===== config.mk =====
export PLATFORM = sky130hd
export DESIGN_NAME = supply_access_guard
export DESIGN_NICKNAME = d
export VERILOG_FILES = /design/src/rtl/supply_guard_pkg.sv /design/src/rtl/sg_sync2.sv /design/src/rtl/sg_stable_filter.sv /design/src/rtl/sg_warmup_timer.sv /design/src/rtl/supply_access_guard.sv
export SDC_FILE = /design/constraint.sdc
export NUM_CORES = 1
export LEC_CHECK = 0
export BUFFER_PORTS_ARGS = -buffer_cell sky130_fd_sc_hd__buf_2
export CAP_MARGIN = 5
export CORE_UTILIZATION = 35
export CTS_BUF_LIST = sky130_fd_sc_hd__clkbuf_8
export DETAILED_ROUTE_END_ITERATION = 12
export SLEW_MARGIN = 20
export SYNTH_ARGS = -nofsm -noshare
export SYNTH_HDL_FRONTEND = slang
export SYNTH_SLANG_ARGS = --single-unit
export TNS_END_PERCENT = 10

===== constraint.sdc =====
create_clock -name clk -period 1.45 [get_ports clk]
set_input_delay 0.0725 -clock clk [delete_from_list [all_inputs] [get_ports clk]]
set_output_delay 0.0725 -clock clk [all_outputs]
set_load 0.02 [all_outputs]

===== src/rtl/supply_guard_pkg.sv =====
package supply_guard_pkg;

  typedef enum logic [1:0] {
    GS_HOLD   = 2'd0,
    GS_WARMUP = 2'd1,
    GS_RUN    = 2'd2
  } guard_state_t;

  // Warm-up cycles: delay rounded up to whole cycles, then margin added, rounded up.
  function automatic longint warmup_cycles(longint clk_hz, longint delay_us,
                                           longint margin_pct);
    longint base;
    base = (clk_hz * delay_us + 64'd999_999) / 64'd1_000_000;
    return (base * (64'd100 + margin_pct) + 64'd99) / 64'd100;
  endfunction

  // Counter width able to hold values 0..n.
  function automatic int count_width(longint n);
    int w;
    w = 1;
    while ((64'd1 << w) <= n) w++;
    return w;
  endfunction

endpackage


===== src/rtl/sg_sync2.sv =====
module sg_sync2 #(
  parameter int         W       = 2,
  parameter logic [W-1:0] RST_VAL = '0
) (
  input  logic         clk,
  input  logic         rst_n,
  input  logic [W-1:0] d_async,
  output logic [W-1:0] q_sync
);
  for (genvar i = 0; i < W; i++) begin : g_bit
    logic meta, stage;
    always_ff @(posedge clk or negedge rst_n) begin
      if (!rst_n) begin
        meta  <= RST_VAL[i];
        stage <= RST_VAL[i];
      end else begin
        meta  <= d_async[i];
        stage <= meta;
      end
    end
    assign q_sync[i] = stage;
  end
endmodule


===== src/rtl/sg_stable_filter.sv =====
module sg_stable_filter
  import supply_guard_pkg::*;
#(
  parameter int STABLE_CYC = 16
) (
  input  logic clk,
  input  logic rst_n,
  input  logic din,
  output logic dout
);
  localparam int CW = count_width(longint'(STABLE_CYC));

  logic [CW-1:0] run_len;
  logic          run_full;

  assign run_full = (run_len == CW'(STABLE_CYC));

  // Rise only after STABLE_CYC consecutive high samples; fall on the first low one.
  always_ff @(posedge clk or negedge rst_n) begin
    if (!rst_n) begin
      run_len <= '0;
      dout    <= 1'b0;
    end else if (!din) begin
      run_len <= '0;
      dout    <= 1'b0;
    end else begin
      if (!run_full) run_len <= run_len + 1'b1;
      if (run_len >= CW'(STABLE_CYC - 1)) dout <= 1'b1;
    end
  end
endmodule


===== src/rtl/sg_warmup_timer.sv =====
module sg_warmup_timer
  import supply_guard_pkg::*;
#(
  parameter int WAIT_CYC = 202000
) (
  input  logic clk,
  input  logic rst_n,
  input  logic run,
  output logic done
);
  localparam int CW = count_width(longint'(WAIT_CYC));

  logic [CW-1:0] elapsed;

  assign done = run && (elapsed == CW'(WAIT_CYC - 1));

  always_ff @(posedge clk or negedge rst_n) begin
    if (!rst_n)       elapsed <= '0;
    else if (!run)    elapsed <= '0;
    else if (!done)   elapsed <= elapsed + 1'b1;
  end
endmodule


===== src/rtl/supply_access_guard.sv =====
module supply_access_guard
  import supply_guard_pkg::*;
#(
  parameter longint CLK_HZ     = 100_000_000,
  parameter longint WAIT_US    = 2000,
  parameter longint MARGIN_PCT = 1,
  parameter int     STABLE_CYC = 16
) (
  input  logic clk,
  input  logic rst_n,
  input  logic supply_ok_raw,
  input  logic wr_inhibit_raw,
  input  logic req_ce_n,
  input  logic req_we_n,
  output logic mem_ce_n,
  output logic mem_we_n,
  output logic ready,
  output logic abort
);
  localparam int WAIT_CYC = int'(warmup_cycles(CLK_HZ, WAIT_US, MARGIN_PCT));

  // Named internal events, used by the bound checker.
  logic         ok_sync, inh_sync, ok_stable, brownout;
  logic         in_warmup, warmup_done, in_run;
  logic [1:0]   flags_sync;
  guard_state_t state, state_nxt;

  // Write-inhibit resets to 1 so the path starts out blocked.
  sg_sync2 #(.W(2), .RST_VAL(2'b10)) u_sync (
    .clk     (clk),
    .rst_n   (rst_n),
    .d_async ({wr_inhibit_raw, supply_ok_raw}),
    .q_sync  (flags_sync)
  );
  assign ok_sync  = flags_sync[0];
  assign inh_sync = flags_sync[1];

  sg_stable_filter #(.STABLE_CYC(STABLE_CYC)) u_filter (
    .clk   (clk),
    .rst_n (rst_n),
    .din   (ok_sync),
    .dout  (ok_stable)
  );

  assign brownout  = !ok_stable || inh_sync;
  assign in_warmup = (state == GS_WARMUP);
  assign in_run    = (state == GS_RUN);

  sg_warmup_timer #(.WAIT_CYC(WAIT_CYC)) u_timer (
    .clk   (clk),
    .rst_n (rst_n),
    .run   (in_warmup),
    .done  (warmup_done)
  );

  always_comb begin
    state_nxt = state;
    unique case (state)
      GS_HOLD:   if (!brownout) state_nxt = GS_WARMUP;
      GS_WARMUP: if (brownout) state_nxt = GS_HOLD;
                 else if (warmup_done) state_nxt = GS_RUN;
      GS_RUN:    if (brownout) state_nxt = GS_HOLD;
      default:   state_nxt = GS_HOLD;
    endcase
  end

  always_ff @(posedge clk or negedge rst_n) begin
    if (!rst_n) begin
      state <= GS_HOLD;
      abort <= 1'b0;
    end else begin
      state <= state_nxt;
      abort <= in_run && brownout && !req_ce_n;
    end
  end

  assign ready    = in_run;
  assign mem_ce_n = req_ce_n | ~in_run;
  assign mem_we_n = req_we_n | ~in_run;

endmodule


# Yosys cells after proc, flatten, opt, wreduce, memory -nomap -nowiden
# Index checks and enable logic that the tools add are counted.
classes:
  reduce_logical: 8
  n_mux: 11
  n_addsub: 2
  n_lt_le_gt_ge: 1
  bitwise: 3
  n_eq_ne: 10
op_table:
  columns: ["operator", "count"]
  rows:
  - ["$mux 18", 2]
  - ["$add 18x1->18 const B", 1]
  - ["$eq 18x18->1 const B", 1]
  - ["$mux 5", 2]
  - ["$mux 2", 4]
  - ["$ne 2x2->1 const B", 4]
  - ["$pmux 2 s3", 1]
  - ["$add 5x1->5 const B", 1]
  - ["$eq 5x5->1 const B", 1]
  - ["$ge 5x4->1 const B", 1]
  - ["$logic_and 1x1->1", 3]
  - ["$ne 3x3->1 const B", 1]
  - ["$reduce_and 3->1", 1]
  - ["$eq 2x1->1 const B", 1]
  - ["$eq 2x2->1 const B", 1]
  - ["$logic_not 1->1", 2]
  - ["$logic_not 2->1", 1]
  - ["$mux 1", 2]
  - ["$ne 2x1->1 const B", 1]
  - ["$or 1x1->1", 2]
  - ["$logic_or 1x1->1", 1]
  - ["$not 1->1", 1]
word_totals:
  inputBits: 6
  wordCells: 44
  output_inout_bits: 4
  ff_bits: 31

# Depth between registers and ports, before layout
# Gate-level depths: netlist (run 1).
depth:
  word_depth: 5
  ltp_mapped: 6
  mapped_depth_nobuf: 5

# By module
# From an unflattened synthesis (run 1), not the netlist that was laid out.
unflattened:
  hier_cells: 152
  hier_area_um2: 1660.3
by_module_without_submodules:
  columns: ["module", "cells_per_inst", "seq_area_each_um2", "area_per_inst_um2", "instances"]
  rows:
  - ["sg_warmup_timer", 102, 450.4, 1043.5, 1]
  - ["sg_stable_filter", 31, 150.1, 339.1, 1]
  - ["supply_access_guard", 13, 75.1, 160.2, 1]
  - ["sg_sync2", 6, 102.6, 117.6, 1]

# Worst setup path after synthesis (run 1)
# No wires, ideal clock.
synth_path:
  kind: "register -> register"
  from: "reg u_timer.elapsed[0]"
  to: "reg u_timer.elapsed[16]"
  path_buffers: 1
  path_slack_ns: -0.060
  setup_ns: 0.078
  t_required_ns: 1.372
  arrival_ns: 1.432
  stages_incl_launch_ff: 7
  synth_period_minus_slack_ns: 1.510
  cell_sequence: "dfrtp_1 ha_1 and3_1 buf_4 nand4_2 or3_1 a21oi_1"
synth_via:
  elab_chain_cells: 3
  word_cells_on_any_way: 6
  cone_classes: "add/sub (1); eq/ne (2); mux (2); reduce/logical (1)"
synth_lines:
  columns: ["item", "line_no", "rtl"]
  rows:
  - ["start: declaration", "sg_warmup_timer.sv:13", "logic [CW-1:0] elapsed;"]
  - ["start signal: assignment", "sg_warmup_timer.sv:20", "else if (!done) elapsed <= elapsed + 1'b1;"]
  - ["$add 18x1->18 / $eq 18x18->1 (equally long branches)", "sg_warmup_timer.sv:20, sg_warmup_timer.sv:15", null]
  - ["$mux 18 / $logic_and 1x1->1 (equally long branches)", "sg_warmup_timer.sv:20, sg_warmup_timer.sv:15", null]
  - ["$mux 18 / $ne 2x2->1 (equally long branches)", null, null]
# Parallel ways exist; a longest one is shown, timed or not. The select of a mux whose other input is x is not followed.
# A chain may end at the register's enable or synchronous reset.

# Worst setup path in the final report (run 1)
layout_path:
  from: "reg u_timer.elapsed[1]"
  to: "reg u_timer.elapsed[12]"
# Same word-level chain as after synthesis.

==> results of run 1 <==
## worst min path at each step
stage / endpoint / depth (start not counted)
after CTS: abort / 3
after global placement: u_timer.elapsed[5] / 1
final: abort / 3
after floorplan: abort / 0
after global routing: abort / 3
after detailed placement: u_timer.elapsed[5] / 1
## area by class of cell
class                      instances  share of cell area, %
timing repair buffer              32                   11.8
inverter                           4                  0.787
clock buffer                       5                   3.61
multi-input combinational        104                   38.7
sequential                        31                   40.8
tap                               50                   3.28
clock inverter                     3                   1.05
## sequential cells by signal (all words and copies together), names as in the netlist
| signal | cells |
|---|---|
| abort | 1 |
| u_sync.g_bit.meta | 2 |
| u_timer.elapsed | 18 |
| u_sync.g_bit.stage | 2 |
| u_filter.run_len | 5 |
| state | 2 |
| u_filter.dout | 1 |
## critical path: stages (launching register included)
cell,delay [ns]
dfrtp_1,0.39
ha_2,0.20
and3_4,0.21
nand4_4,0.10
or3_1,0.33
a21oi_1,0.15
## per-stage QoR
stage	setup TNS [ns]	setup slack [ns]	util, %	instance area [sq um]
2_1_floorplan	-0.0546	-0.0276	-	1510
3_3_place_gp	-0.0254	-0.0254	42.5	1720
3_5_place_dp	-0.238	-0.0574	42.5	1720
4_1_cts	-0.00897	-0.00773	46.3	1880
5_1_grt	-0.669	-0.0847	47.0	1910
6_report	-0.000850	-0.000850	47.0	1910
## cell usage in the layout, fill, tap and decap left out, types with 4 or more instances in the layout
master / instances
dfrtp_1: 29
buf_4: 20
nand2_1: 11
nor2_1: 9
buf_2: 9
nand3_1: 8
xor2_1: 6
or3_1: 6
nand2b_1: 5
and3_1: 5
o21ai_1: 5
clkbuf_8: 5
a21oi_1: 4
## layer usage
| metal | track usage, % | share of wire (%) |
|---|---|---|
| met1 | 18.1 | 49 |
| met2 | 26.0 | 45 |
| met3 | 6.08 | 3.8 |
| met4 | 7.98 | 2.4 |
| met5 | 0 | 0 |
## power by group through the flow
stage / clock (mW) / sequential, mW / combinational, mW
3_5_place_dp: 0 / 0.907 / 0.0460
4_1_cts: 0.700 / 0.891 / 0.0525
3_3_place_gp: 0 / 0.906 / 0.0437
5_1_grt: 0.747 / 0.893 / 0.0596
2_1_floorplan: 0 / 0.904 / 0.0193
6_report: 0.681 / 0.892 / 0.0513
## repair_timing
action	4_1_cts	5_1_grt
hold endpoints to repair	31	0
endpoints found under the setup margin	14	17
setup buffers	3	0
pin swaps	1	1
hold buffers	3	0
resized for setup	5	7
## cell families (layout without fill, tap and decap cells)
kind of cell | after synthesis | in the layout | synth area share [%]
and+or+nand+nor | 65 | 65 | 26.4
DFF | 31 | 31 | 51.9
adders and majority gates | 4 | 4 | 3.34
muxes | 1 | 1 | 0.668
xor gates and xnor gates | 9 | 9 | 5.26
buffers and inverters | 8 | 44 | 2.42
AOI/OAI and AO/OA | 25 | 25 | 10.0
==> flow_metrics.env, run 1 <==
export IMPL_cap_violations=0
export IMPL_synth_most_common_cell="dfrtp_1"
export IMPL_swShare_pct=23.9
export IMPL_synthCells=143
export IMPL_cts_root_buf="clkbuf_8"
export IMPL_grt_pass1_vias=1168
export IMPL_clock_path_buffers=2
export IMPL_syn_nets=153
export IMPL_cts_buffers=5
export IMPL_placed_cells=215
export IMPL_synth_area_sq_mm=0.00150
export IMPL_critPathMaxFanout=4
export IMPL_totalWireLength_mm=3.02
export IMPL_p_switching_mw=0.388
export IMPL_regToRegSetupSlack_ns=-0.0008
export IMPL_wl_per_cell_um=13.2
export IMPL_worst_pin_slew_ns=0.687
export IMPL_port_buffers=9
export IMPL_multi_input_area_sq_um=738
export IMPL_synth_edf_count=0
export IMPL_route_detailed_drc=0
export IMPL_setup_viol=1
export IMPL_final_nets=188
export IMPL_drive_gt1_share_pct=31.3
export IMPL_relSlewSlack_pct=54.2
export IMPL_syn2layout_area_growth_pct=27.3
export IMPL_dieWidth_um=67.4
export IMPL_power_density_mw_per_mm2=851
export IMPL_die_y_um=67.4
export IMPL_clkTransAtPathRegs_ns=0.07
export IMPL_ys_flop_type="dfrtp_1"
export IMPL_gp_congestion=0.763
export IMPL_hold_viol_final=0
export IMPL_synth_area_leader_cell="dfrtp_1"
export IMPL_cp_endpoint="u_timer.elapsed[12]"
export IMPL_seq_area_frac_synth_pct=51.9
export IMPL_fin_crit_ns=1.45
export IMPL_initial_core_util_pct=36.9
export IMPL_syn_area_per_cell_sq_um=10.5
export IMPL_drtPass1Iterations=4
export IMPL_dp_hpwl_mm=2.08
export IMPL_fillers=370
export IMPL_dieArea_sq_mm=0.00455
export IMPL_design_core_area_sq_mm=0.00406
export IMPL_gr_total_overflow=0
export IMPL_ios=10
export IMPL_crit_arrival_ns=1.67
export IMPL_rows=23
export IMPL_synth_top_area_share_pct=48.4
export IMPL_crit_type="register to register"
export IMPL_clock_skew_ns=0.00196
export IMPL_postRouteAntennaNets=0
export IMPL_yosys_warnings=0
export IMPL_ys_ff_latch=31
export IMPL_antenna_found_initial=0
export IMPL_p_clk_share_pct=41.9
export IMPL_rsz0062_at_grt="yes"
export IMPL_synth_common_cells="29 x dfrtp_1, 11 x nand2_1, 9 x nor2_1, 8 x nand3_1, 7 x a21oi_1"
export IMPL_combPwrFrac_pct=3.2
export IMPL_cts_max_level=2
export IMPL_ff2ff_path_depth=5
export IMPL_timing_rr_start="u_timer.elapsed[1]"
export IMPL_hp_class="primary input to register"
export IMPL_violations="negative setup slack"
export IMPL_grt_pass1_wl_mm=5.12
export IMPL_holdWs_ns=0.0282
export IMPL_end_kind="register"
export IMPL_drt_iter0_drc=41
export IMPL_ff_latch_area_sq_um=778
export IMPL_vias=1190
export IMPL_insertion_delay_ns=0.29
export IMPL_run_status="finished, violations left"
export IMPL_grt_max_degree=32
export IMPL_antenna_cells=0
export IMPL_power_total_mw=1.62
export IMPL_synth_area_top_cells="dfrtp_1 48%, dfstp_2 3.5%, xor2_1 3.5%"
export IMPL_viasPerCell=5.20
export IMPL_yosysUniqueCellTypes=38
export IMPL_sequentialPowerShare_pct=54.9
export IMPL_cts_tree="yes"
export IMPL_hold_start="req_ce_n"
export IMPL_gr_usage_all_layers_pct=15.9
export IMPL_synth_async_sr_flop_share_pct=100
export IMPL_post_layout_nonfiller_instances=229
export IMPL_vdd_drop_max_mv=0.306
export IMPL_p_int_mw=1.24
export IMPL_cts_num_sinks=31
export IMPL_setup_slack_ns=-0.000850
export IMPL_crit_required_ns=1.67
export IMPL_power_leakage_nw=0.850
export IMPL_max_freq_mhz=689
export IMPL_r2r_end="u_timer.elapsed[12]"
export IMPL_startpoint_type="register"
export IMPL_min_period_over_period_pct=100
export IMPL_worstSetupStartpoint="u_timer.elapsed[1]"
export IMPL_slew_viol_final=0
No activity file was read; power rests on OpenSTA's default activity.
==> run 2: changes to the inputs <==
Settings changed: TNS_END_PERCENT 10 to default.
==> run 2 against run 1 <==
Die area is the same; worst hold slack gained 0.017 ns; combinational power grew 57%; via count grew 3.6%; routed wire length grew 15%; maximum frequency shrank 1.4%; first-iteration DRC count grew 46%; register-to-register slack lost 0.02 ns; clock skew grew 0.0075 ns; non-clock buffer count grew 10; the flow still finishes with violations (negative setup slack); critical endpoint is now u_filter.run_len[2]; final area grew 9.0%.
==> flow_metrics.env, run 2 (synthesis gave the netlist of run 1 again) <==
export IMPL_run_status="finished, violations left"
export IMPL_violations="negative setup slack"
export IMPL_die_y_um=67.4
export IMPL_cts_root_buf="clkbuf_8"
export IMPL_crit_required_ns=1.63
export IMPL_cap_violations=0
export IMPL_hold_depth=3
export IMPL_startpoint_type="register"
export IMPL_rows=23
export IMPL_top_register="u_timer.elapsed"
export IMPL_cts_max_level=2
export IMPL_layout_common_cells="28 x buf_4, 27 x dfrtp_1, 9 x nor2_1, 9 x nand2_1, 9 x buf_2"
export IMPL_critPathBufInv=1
export IMPL_hp_class="primary input to register"
export IMPL_worst_pin_slew_ns=0.712
export IMPL_timing_rr_start="u_filter.run_len[0]"
export IMPL_gr_total_overflow=0
export IMPL_dr_wl_met3_um=105
export IMPL_power_total_mw=1.84
export IMPL_dp_hpwl_mm=2.05
export IMPL_setup_slack_ns=-0.0208
export IMPL_vdd_drop_max_mv=0.480
export IMPL_setup_viol=2
export IMPL_critPathSlowestCell="or4b_4"
export IMPL_drtPass1Iterations=4
export IMPL_fin_area_sq_mm=0.00208
export IMPL_antenna_found_initial=0
export IMPL_drive_gt1_share_pct=41.3
export IMPL_max_freq_mhz=680
export IMPL_end_kind="register"
export IMPL_met1_length_mm=1.56
export IMPL_design_core_area_sq_mm=0.00406
export IMPL_port_buffers=9
export IMPL_cts_num_sinks=31
export IMPL_slew_viol_final=0
export IMPL_drt_iter0_drc=60
export IMPL_grt_pass1_wl_mm=5.02
export IMPL_route_detailed_drc=0
export IMPL_placed_area_sq_mm=0.00172
export IMPL_clock_skew_ns=0.00946
export IMPL_hold_viol_final=0
export IMPL_crit_type="register to register"
export IMPL_totalWireLength_mm=3.46
export IMPL_crit_arrival_ns=1.65
export IMPL_grt_max_degree=32
export IMPL_power_leakage_nw=0.939
export IMPL_wl_met2_mm=1.74
export IMPL_antenna_cells=0
export IMPL_cts_tree="yes"
export IMPL_min_period_over_period_pct=101
export IMPL_cts_buffers=5
export IMPL_ff2ff_path_depth=4
export IMPL_hold_path_endpoint="abort"
export IMPL_ios=10
export IMPL_r2r_end="u_filter.run_len[2]"
export IMPL_clkTransAtPathRegs_ns=0.08
export IMPL_worstPathCellList="inv_2, ha_4, or4b_4, and3_4"
export IMPL_final_nets=198
export IMPL_ff_latch_area_sq_um=781
export IMPL_viasPerCell=5.16
export IMPL_hold_start="req_ce_n"
export IMPL_clock_path_buffers=2
export IMPL_critPathMaxFanout=4
export IMPL_placed_cells=215
export IMPL_grt_pass1_vias=1139
export IMPL_insertion_delay_ns=0.30
export IMPL_regToRegSetupSlack_ns=-0.02
export IMPL_wl_per_cell_um=14.5
export IMPL_critPathTopFamily="simple AND/OR/NAND/NOR gates"
export IMPL_gp_congestion=0.762
export IMPL_largest_reg_flops=18
export IMPL_mostFrequentLayoutCell="buf_4"
export IMPL_maxUsedRoutingLayer="met4"
export IMPL_rsz0062_at_grt="yes"
export IMPL_relSlewSlack_pct=52.6
export IMPL_power_density_mw_per_mm2=884
export IMPL_place_ws_ns=-0.0909
export IMPL_top_regs="u_timer.elapsed x18, u_filter.run_len x5"
export IMPL_dieWidth_um=67.4
export IMPL_multi_input_area_sq_um=802
export IMPL_max_stage_delay_ns=0.50
export IMPL_vias=1233
export IMPL_gr_usage_all_layers_pct=15.4
export IMPL_dieArea_sq_mm=0.00455
export IMPL_initial_core_util_pct=36.9
export IMPL_postRouteAntennaNets=0
export IMPL_syn2layout_area_growth_pct=38.8
export IMPL_holdWs_ns=0.0455
export IMPL_fin_crit_ns=1.47
export IMPL_fillers=359
export IMPL_post_layout_nonfiller_instances=239
## run 2: where the power goes
part | total (mW) | internal (mW) | switching (mW)
Sequential | 0.893 | 0.879 | 0.0140
Clock | 0.867 | 0.511 | 0.356
Combinational | 0.0804 | 0.0424 | 0.0380
Total | 1.84 | 1.43 | 0.407
## run 2: through the flow
step | util (%) | setup TNS, ns
3_3_place_gp | 42.5 | -0.0243
3_5_place_dp | 42.5 | -0.271
4_1_cts | 47.2 | -0.00242
5_1_grt | 51.3 | -0.543
6_report | 51.3 | -0.0336
2_1_floorplan | - | -0.0546
## run 2: area by class of cell
cell class,count,area share [%]
clock inverter,3,2.10
sequential,31,37.5
multi-input combinational,104,38.5
inverter,4,0.722
timing repair buffer,42,14.8
clock buffer,5,3.31
tap,50,3.01
## run 2: worst min-delay path: cells and delay by family
kind / cells / cell delay, ns
simple gates: 2 / 0.16
buf+inv: 1 / 0.08
## run 2: metal layers
layer,track usage [%],vias up
li1,-,604
met1,19.3,603
met2,23.6,21
met3,5.07,5
met4,7.98,0
met5,0,-
## run 2: worst max-delay path by stage
stage / startpoint / cells past startpoint / to / slack, ns
2_1_floorplan: u_timer.elapsed[0] / 6 / u_timer.elapsed[16] / -0.03
3_3_place_gp: u_timer.elapsed[9] / 4 / u_timer.elapsed[3] / -0.02
3_5_place_dp: u_timer.elapsed[4] / 4 / u_timer.elapsed[3] / -0.09
4_1_cts: u_timer.elapsed[1] / 5 / u_timer.elapsed[12] / -0.002
5_1_grt: u_filter.run_len[0] / 5 / u_filter.run_len[0] / -0.05
6_report: u_filter.run_len[0] / 4 / u_filter.run_len[2] / -0.02
## run 2: what timing repair did
item / 4_1_cts / 5_1_grt
hold endpoints to repair: 31 / 0
hold buffers: 3 / 0
setup endpoints to repair: 13 / 15
buffers inserted: 3 / 10
pin swaps: 3 / 8
gates resized for setup: 8 / 21
==> run 3: changes to the inputs <==
Settings changed: CORE_UTILIZATION 35 to 33.
==> run 3 against run 2 <==
The run still ends with negative setup slack left; critical path depth unchanged; clock-buffer cell count did not move; register-to-register slack about the same; clock skew down 0.0044 ns; core utilization is 5.0 points lower; first-iteration DRC count is 25% higher; critical path type unchanged; highest routed layer unchanged.
==> flow_metrics.env, run 3 (synthesis gave the netlist of run 1 again) <==
export IMPL_cts_max_level=2
export IMPL_antenna_found_initial=0
export IMPL_viasPerCell=5.08
export IMPL_postRouteAntennaNets=0
export IMPL_layout_common_cells="28 x dfrtp_1, 23 x buf_4, 11 x nand2_1"
export IMPL_sequentialPowerShare_pct=57.0
export IMPL_dieWidth_um=69.4
export IMPL_crit_type="register to register"
export IMPL_crit_arrival_ns=1.66
export IMPL_max_freq_mhz=678
export IMPL_combPwrFrac_pct=3.8
export IMPL_clock_skew_ns=0.00502
export IMPL_vdd_drop_max_mv=0.261
export IMPL_startpoint_type="register"
export IMPL_rsz0062_at_grt="yes"
export IMPL_critPathBufInv=0
export IMPL_cap_violations=0
export IMPL_cts_buffers=5
export IMPL_cts_root_buf="clkbuf_8"
export IMPL_design_core_area_sq_mm=0.00435
export IMPL_initial_core_util_pct=34.4
export IMPL_swShare_pct=21.4
export IMPL_hold_start="req_ce_n"
export IMPL_run_status="finished, violations left"
export IMPL_gp_congestion=0.781
export IMPL_wl_per_cell_um=13.1
export IMPL_critPathSlowestCell="dfrtp_1"
export IMPL_regToRegSetupSlack_ns=-0.03
export IMPL_p_switching_mw=0.336
export IMPL_place_ws_ns=-0.103
export IMPL_crit_required_ns=1.63
export IMPL_largest_reg_flops=18
export IMPL_mostFrequentLayoutCell="dfrtp_1"
export IMPL_setup_slack_ns=-0.0250
export IMPL_drt_iter0_drc=75
export IMPL_port_buffers=9
export IMPL_min_period_over_period_pct=102
export IMPL_critPathMaxFanout=6
export IMPL_power_density_mw_per_mm2=776
export IMPL_drive_gt1_share_pct=37.5
export IMPL_gr_total_overflow=0
export IMPL_top_regs="u_timer.elapsed x18, u_filter.run_len x5"
export IMPL_setup_viol=3
export IMPL_cts_tree="yes"
export IMPL_antenna_cells=0
export IMPL_critPathTopFamily="simple AND/OR/NAND/NOR gates"
export IMPL_p_clk_share_pct=39.2
export IMPL_worstPathCellList="nor4bb_4, and4_4, nand2_1, a211oi_2"
export IMPL_route_detailed_drc=0
export IMPL_timing_rr_start="u_timer.elapsed[8]"
export IMPL_worstSetupStartpoint="u_timer.elapsed[8]"
export IMPL_cts_num_sinks=31
export IMPL_fin_crit_ns=1.48
export IMPL_insertion_delay_ns=0.28
export IMPL_grt_max_degree=32
export IMPL_worst_pin_slew_ns=0.688
export IMPL_drtPass1Iterations=4
export IMPL_end_kind="register"
export IMPL_final_nets=193
export IMPL_relSlewSlack_pct=54.2
export IMPL_grt_pass1_wl_mm=5.35
export IMPL_power_total_mw=1.57
export IMPL_power_leakage_nw=0.889
export IMPL_hold_viol_final=0
export IMPL_slew_viol_final=0
export IMPL_violations="negative setup slack"
export IMPL_top_register="u_timer.elapsed"
export IMPL_vias=1200
export IMPL_rows=24
export IMPL_clock_path_buffers=2
export IMPL_p_int_mw=1.23
export IMPL_gr_usage_all_layers_pct=14.1
export IMPL_dieArea_sq_mm=0.00482
export IMPL_dp_hpwl_mm=2.15
export IMPL_max_stage_delay_ns=0.41
export IMPL_hp_class="primary input to register"
export IMPL_grt_pass1_vias=1221
export IMPL_ios=10
export IMPL_syn2layout_area_growth_pct=34.6
export IMPL_clkTransAtPathRegs_ns=0.06
export IMPL_totalWireLength_mm=3.08
export IMPL_die_y_um=69.4
==> run 3: cell count changes in the layout (fill, tap and decap cells not counted), sizes merged <==
cell    previous run  this run
bufinv             1         0
clkinv             2         1
inv                4         6
buf               39        34
==> run 3: per-layer routing <==
layer / track usage (%) / part of all wire, % / vias to the layer above
met2: 22.0 / 46 / 20
li1: - / - / 589
met5: 0 / 0 / -
met3: 3.92 / 2.9 / 5
met4: 6.58 / 2.1 / 0
met1: 18.1 / 48 / 586
==> run 3: path summary, 6_finish.rpt <==
| check | to | cells after the start |
|---|---|---|
| setup / recovery | u_timer.elapsed[3] | 4 |
| hold / removal | abort | 3 |
| setup reg to reg | u_timer.elapsed[3] | 4 |
| hold reg to reg | u_sync.g_bit[0].stage | 0 |
| max in group asynchronous | u_timer.elapsed[0] | 2 |
| min in group asynchronous | u_timer.elapsed[13] | 2 |
==> run 3: final cells by class <==
| type | count | area (sq um) |
|---|---|---|
| clock buffers | 5 | 68.8 |
| clock inverters | 3 | 12.5 |
| fillers | 411 | 2340 |
| inverters | 4 | 15.0 |
| multi-input cells | 104 | 806 |
| flip-flops and latches | 31 | 779 |
| well taps | 52 | 65.1 |
| repair buffers | 37 | 270 |
==> run 3: worst register-to-register path, delay by kind of cell (launching register included) <==
kind | cells | cell delay, ns
compound gates | 1 | 0.22
flops | 1 | 0.41
simple gates | 3 | 0.75
==> run 3: power groups by stage <==
stage	Clock (mW)	Combinational [mW]	Sequential, mW
global route	0.676	0.0710	0.894
floorplan	0	0.0193	0.904
finish	0.613	0.0598	0.893
detailed placement	0	0.0502	0.907
global placement	0	0.0470	0.906
CTS	0.640	0.0564	0.892
==> run 3: metrics by stage <==
step / hold WS [ns] / utilization, % / cells / setup TNS (ns) / instance area (sq um)
floorplan: -0.223 / - / 143 / -0.0546 / 1510
global placement: 0.149 / 39.8 / 218 / -0.0893 / 1730
detailed placement: 0.154 / 39.8 / 218 / -0.479 / 1730
CTS: 0.0509 / 44.1 / 233 / -0.0219 / 1920
global route: 0.0606 / 46.3 / 236 / -0.584 / 2020
finish: 0.0495 / 46.3 / 236 / -0.0330 / 2020
==> run 3: what timing repair did <==
item                                    CTS  global route
hold endpoints to repair                 31             0
buffers inserted                          4             3
endpoints found under the setup margin   14            19
resized for setup                        11            17
hold buffers                              3             0
pin swaps                                 4            10
